### config.mk
export PLATFORM = sky130hd
export DESIGN_NAME = ofs_trim_ctrl
export DESIGN_NICKNAME = d
export VERILOG_FILES = /design/src/rtl/cal_pkg.sv /design/src/rtl/trim_counter.sv /design/src/rtl/polarity_det.sv /design/src/rtl/ofs_trim_ctrl.sv
export SDC_FILE = /design/constraint.sdc
export NUM_CORES = 1
export LEC_CHECK = 0
export CAP_MARGIN = 30
export CORE_MARGIN = 2
export CORE_UTILIZATION = 25
export DETAILED_ROUTE_END_ITERATION = 16
export PLACE_DENSITY = 0.46
export SYNTH_ARGS = -nofsm -noshare
export SYNTH_HDL_FRONTEND = slang
export SYNTH_SLANG_ARGS = --single-unit
### constraint.sdc
create_clock -name clk -period 2.9 [get_ports clk]
set_input_delay 0.435 -clock clk [delete_from_list [all_inputs] [get_ports clk]]
set_output_delay 0.435 -clock clk [all_outputs]
set_load 0.1 [all_outputs]
### src/rtl/cal_pkg.sv
package cal_pkg;
    typedef enum logic [1:0] {
        CAL_IDLE  = 2'd0,
        CAL_REF   = 2'd1,
        CAL_SWEEP = 2'd2,
        CAL_HOLD  = 2'd3
    } cal_state_e;

    typedef struct packed {
        cal_state_e st;
        logic       done;
        logic       sat;
    } cal_ctrl_t;
endpackage

### src/rtl/trim_counter.sv
module trim_counter #(
    parameter int CODE_W = 6
) (
    input  logic              clk,
    input  logic              rst_n,
    input  logic              clr_i,
    input  logic              inc_i,
    output logic [CODE_W-1:0] code_o,
    output logic              at_max_o
);
    localparam logic [CODE_W-1:0] CODE_ONE = {{(CODE_W-1){1'b0}}, 1'b1};

    logic [CODE_W-1:0] code_d, code_q;

    always_comb begin
        code_d = code_q;
        if (clr_i)
            code_d = '0;
        else if (inc_i)
            code_d = code_q + CODE_ONE;
    end

    always_ff @(posedge clk or negedge rst_n) begin
        if (!rst_n)
            code_q <= '0;
        else
            code_q <= code_d;
    end

    assign code_o   = code_q;
    assign at_max_o = &code_q;


    step_one_chk: assert property (@(posedge clk) disable iff (!rst_n)
        !clr_i |=> (code_q == $past(code_q)) || (code_q == $past(code_q) + CODE_ONE));


    no_wrap_chk: assert property (@(posedge clk) disable iff (!rst_n)
        (at_max_o && !clr_i) |=> at_max_o);
endmodule

### src/rtl/polarity_det.sv
module polarity_det (
    input  logic clk,
    input  logic rst_n,
    input  logic load_i,
    input  logic dec_i,
    output logic flip_o
);
    logic prev_d, prev_q;

    always_comb begin
        prev_d = prev_q;
        if (load_i)
            prev_d = dec_i;
    end

    always_ff @(posedge clk or negedge rst_n) begin
        if (!rst_n)
            prev_q <= 1'b0;
        else
            prev_q <= prev_d;
    end

    assign flip_o = dec_i ^ prev_q;
endmodule

### src/rtl/ofs_trim_ctrl.sv
module ofs_trim_ctrl #(
    parameter int CODE_W = 6
) (
    input  logic              clk,
    input  logic              rst_n,
    input  logic              cal_start,
    input  logic              cmp_dec,
    output logic [CODE_W-1:0] trim_code,
    output logic              cal_done,
    output logic              cal_sat
);
    import cal_pkg::*;

    localparam logic [CODE_W-1:0] CODE_TOP = {CODE_W{1'b1}};

    cal_ctrl_t ctl_d, ctl_q;
    logic      clr, inc, load;
    logic      flip, at_max;

    polarity_det u_det (
        .clk    (clk),
        .rst_n  (rst_n),
        .load_i (load),
        .dec_i  (cmp_dec),
        .flip_o (flip)
    );

    trim_counter #(.CODE_W(CODE_W)) u_cnt (
        .clk      (clk),
        .rst_n    (rst_n),
        .clr_i    (clr),
        .inc_i    (inc),
        .code_o   (trim_code),
        .at_max_o (at_max)
    );

    always_comb begin
        ctl_d = ctl_q;
        clr   = 1'b0;
        inc   = 1'b0;
        load  = 1'b0;
        if (cal_start) begin
            ctl_d.st   = CAL_REF;
            ctl_d.done = 1'b0;
            ctl_d.sat  = 1'b0;
            clr        = 1'b1;
        end else begin
            unique case (ctl_q.st)
                CAL_REF: begin
                    load     = 1'b1;
                    ctl_d.st = CAL_SWEEP;
                end
                CAL_SWEEP: begin
                    load = 1'b1;
                    if (flip) begin
                        ctl_d.st   = CAL_HOLD;
                        ctl_d.done = 1'b1;
                    end else if (at_max) begin
                        ctl_d.st   = CAL_HOLD;
                        ctl_d.done = 1'b1;
                        ctl_d.sat  = 1'b1;
                    end else begin
                        inc = 1'b1;
                    end
                end
                default: ;
            endcase
        end
    end

    always_ff @(posedge clk or negedge rst_n) begin
        if (!rst_n)
            ctl_q <= '{st: CAL_IDLE, done: 1'b0, sat: 1'b0};
        else
            ctl_q <= ctl_d;
    end

    assign cal_done = ctl_q.done;
    assign cal_sat  = ctl_q.sat;


    start_clear_chk: assert property (@(posedge clk) disable iff (!rst_n)
        cal_start |=> (trim_code == '0) && !cal_done && !cal_sat);


    ref_only_chk: assert property (@(posedge clk) disable iff (!rst_n)
        (ctl_q.st == CAL_REF && !cal_start) |=> (trim_code == '0) && !cal_done);


    cross_stop_chk: assert property (@(posedge clk) disable iff (!rst_n)
        (ctl_q.st == CAL_SWEEP && flip && !cal_start) |=> cal_done && !cal_sat && $stable(trim_code));


    hold_result_chk: assert property (@(posedge clk) disable iff (!rst_n)
        (cal_done && !cal_start) |=> cal_done && $stable(trim_code) && $stable(cal_sat));


    sat_top_chk: assert property (@(posedge clk) disable iff (!rst_n)
        cal_sat |-> cal_done && (trim_code == CODE_TOP));
endmodule

=== Yosys cells after proc, flatten, opt, wreduce, memory -nomap -nowiden ===
Index checks and enable logic that the tools add are counted.
Widths: inputs -> output; s select.

* Register bits: 11
* Bits of input ports: 4
* Output and inout bits: 8
* Word-level logic and storage cells: 36

* $add $sub $neg: 1
* Equal/unequal tests: 4
* Multiplexer cells: 15
* Bitwise logic cells: 1
* Reduce and logical (&&, ||, !) cells: 10

{| class="wikitable"
|+ Operators by type and width
! kind !! count
|-
| $mux 6 || 2
|-
| $mux 1 || 8
|-
| $mux 4 || 2
|-
| $add 6x1->6 const B || 1
|-
| $reduce_and 6->1 || 1
|-
| $reduce_bool 2->1 || 3
|-
| $reduce_bool 3->1 || 2
|-
| $ne 4x4->1 const B || 1
|-
| $pmux 2 s2 || 1
|-
| $reduce_and 2->1 || 2
|-
| $mux 3 || 1
|-
| $reduce_and 3->1 || 1
|-
| $eq 2x1->1 const B || 1
|-
| $eq 2x2->1 const B || 1
|-
| $mux 2 || 1
|-
| $ne 2x2->1 const B || 1
|-
| $reduce_or 2->1 || 1
|-
| $xor 1x1->1 || 1
|}

=== Logic depth before layout (Yosys ltp) ===
* Depth in word-level cells: 7
* Gate-level depth with buffers: 6
* Gate-level depth less buffers: 5

=== By module ===
A second synthesis with hierarchy kept.

* Cell total of the unflattened synthesis: 54
* Area total of the unflattened synthesis: 556.8 sq um

{| class="wikitable"
|+ Modules (own cells, without submodules)
! module !! instances !! cells each !! area an instance (sq um) !! seq. area each (sq um)
|-
| trim_counter || 1 || 28 || 281.5 || 150.1
|-
| ofs_trim_ctrl || 1 || 23 || 226.5 || 100.1
|-
| polarity_det || 1 || 3 || 48.8 || 25.0
|}

=== Least setup slack after synthesis ===
OpenSTA, ideal clock, no wires.

* Path type: register to register
* Start: reg u_cnt.code_q[0] (netlist: u_cnt.code_o[0])
* End: reg u_cnt.code_q[0] (netlist: u_cnt.code_o[0])
* Setup time: 0.125 ns
* Data arrival time: 2.007 ns
* Required time: 2.775 ns
* Setup slack: 0.768 ns
* Cell stages (with the launch flop): 5
* Buffers on the path: 0
* Clock period less this slack: 2.132 ns
* Cell sequence: dfrtp_1 > ha_1 > and3_4 > a211oi_2 > mux2_4

* Longest elaborated chain between the ends: 6
* Elaborated cells between the ends (all ways): 9
* Classes of those cells: add/sub (1); mux (6); reduce/logical (2)

{| class="wikitable"
|+ RTL lines
! what !! line !! text
|-
| from (decl) || trim_counter.sv:13 || <nowiki>logic [CODE_W-1:0] code_d, code_q;</nowiki>
|-
| from (signal assigned) || trim_counter.sv:27 || <nowiki>code_q <= code_d;</nowiki>
|-
| branches (longest 6 deep; another with $add 6x1->6) || n/a ||
|}

Parallel ways; which one is timed is not known. The select of a mux whose other input is x is not followed.
A chain may end at the register's enable or synchronous reset.

=== Final worst setup path ===
Same ends and word-level chain as after synthesis.

==> run summary <==
Clock-pin slew on the worst setup and hold paths = 80 ps
Cell area after synthesis = 626.9 um^2
Drt initial violations = 6
Commonest non-fill, non-tap cell in the layout = dfrtp_1
Combinational Power Share = 34.4%
Worst R2R Setup Slack = 1160 ps
CP Class = reg2reg
Slew HR = 64.58%
RSZ-0062 raised after global routing = false
Placer Congestion = 0.7742
Post-Layout Inst Area = 770.7 um^2
Cell Area, Placed = 744.5 um^2
Layout cells sized above 1 = 24.29%
CP arrival = 1900 ps
Top Ports = 12
Gr busiest metal = met2
Hold_buf cts = 0
Crit path time final = 1737 ps
Pwr Density = 598.9 nW/um^2
Peak Freq = 0.5756 GHz
Starting Density = 25.77%
Vias = 492
Vias in the first global route = 480
CTS tree = yes
Crit path max fanout = 6
Cts repair resizes = 0
Sw frac = 38.71%
Die Height = 54.08 um
Status = complete, no violations
Largest net degree at the start of global routing = 15
# nets final = 78
Max Cap Viol = 0
VDD IR max = 0.0003533 V
Area of the multi-input gates = 330.3 um^2
Num rows = 18
Final hold violation count = 0
IO Port Bufs = 11
Die width = 54.08 um
Grt ovf = 0
Post-DRT Antenna Nets = 0
Internal power = 282.9 uW
Clock share of power = 23.7%
Clock sinks = 11
Netlist cell types = 27
Part of the power in registers = 41.9%
Drt drc = 0
Hold/Removal Path Class = in2async
Filler Cell Count = 268
Final clock period utilization by the worst path = 59.91%
R2R depth = 4
Critical path required time = 3070 ps
Warnings from Yosys = 0
Synth-to-Final Area Change = 22.95%
Clk_lat worst skew = 270 ps
Met3 Usage GRT = 5.833%
Register area share after synthesis = 43.91%
Drt via density = 4.920
Area of the core = 2432 um^2
Clock skew = 7.375 ps
Post-DR wirelength/cell = 13.22 um
Routed wire length = 1.322 mm
Primary FF master, synth = dfrtp_1
N_diodes = 0
Startpoint class of the critical path = flip-flop
DP HPWL = 951.5 um
Register Area = 275.3 um^2
NetSw = 178.7 uW
Met1 Use GR = 14.98%
Post-Synthesis Cells = 57
Max H-tree Level = 1
Met2 Use GR = 15.45%
Setup_tns = 0 ps
Syn_nets = 64
Worst-margin pin slew = 529.7 ps
Crit end category = flip-flop
Max-slew violation count = 0
GRT Total Usage = 11.07%
CTS Buf Count = 3
Initial antenna violation count = 0
Clk root buf = clkbuf_4
# setup viols final = 0
EDFF count, synth = 0
Mean post-synth cell area = 11.00 um^2
Leak pwr = 0.0003437 uW
Drt pass-1 iters = 4
Die area = 2924 um^2
Synthesis-stage register bit count = 11
Post-CTS repair timing setup buffer count = 0
Most frequent cells in the layout = dfrtp_1, buf_4, a311oi_1, nand2b_1
Fraction of synthesis flops using an asynchronous set or reset pin = 100.0%
Deepest clock path buffer count = 2
First-pass GRT wire length = 2.270 mm
## registers in the layout (all words and copies together) (netlist names)
name          flops
cal_sat           1
cal_done          1
u_det.prev_q      1
ctl_q             2
u_cnt.code_o      6
## power groups by stage
stage | sequential, uW | combinational, uW | clock [uW]
floorplan | 224 | 94.2 | 0
global placement | 196 | 159 | 0
detailed placement | 197 | 159 | 0
CTS | 194 | 160 | 115
global route | 197 | 175 | 126
finish | 194 | 159 | 109
## synth_stat cells, types with 2 or more instances
library cell	count	area, um^2
dfrtp_1	11	275.3
a311oi_1	4	35.03
nand2b_1	4	25.02
a21oi_1	3	15.01
a41oi_1	3	26.28
ha_1	3	37.54
inv_1	3	11.26
nor2_1	3	11.26
and4_1	2	17.52
buf_2	2	10.01
nor2b_1	2	12.51
nor3_1	2	10.01
## layout make-up
type	count	area share [%]
inverters	3	1.461
well taps	30	4.870
repair buffers	11	11.69
multi-input cells	41	42.86
clock buffers	4	3.409
flip-flops and latches	11	35.71
## stage by stage
stage | hold slack (ps) | power [uW] | instances | util [%] | worst slack, ps
2_1_floorplan | 139.4 | 318.7 | 57 | - | 768.4
3_3_place_gp | 475.5 | 355.0 | 96 | 30.61 | 984.0
3_5_place_dp | 483.6 | 355.7 | 96 | 30.61 | 945.3
4_1_cts | 506.1 | 468.0 | 100 | 31.69 | 1155
5_1_grt | 533.1 | 497.6 | 100 | 31.69 | 1080
6_report | 501.7 | 461.6 | 100 | 31.69 | 1163
## worst max-delay path, stage by stage, from the launching register on
cell and delay, ps:
dfrtp_1 450, ha_1 300, and3_4 200, a211oi_2 350, mux2_4 330
## path summary, 6_finish.rpt
path                                 start               to
min in group clk                  cal_done         cal_done
hold / removal                       rst_n         cal_done
setup / recovery           u_cnt.code_o[0]  u_cnt.code_o[0]
setup reg to reg           u_cnt.code_o[0]  u_cnt.code_o[0]
max in group asynchronous            rst_n  u_cnt.code_o[5]
hold reg to reg                   cal_done         cal_done
## routing by layer
metal / share of wire, % / wire (um)
met3: 6.4 / 85
met2: 43 / 564
met5: 0 / 0
met4: 0 / 0
met1: 51 / 672
## cells by family (layout without fill, tap and decap cells)
logic type,count (synthesis),after routing,synth area share [%]
adders and majority gates,3,3,5.989
DFF,11,11,43.91
buffers and inverters,5,18,3.393
muxes,3,3,5.788
AOI/OAI and AO/OA,14,14,17.17
and+or+nand+nor,19,19,19.76
xor gates and xnor gates,2,2,3.993
Power figures use the tool's default switching activity.
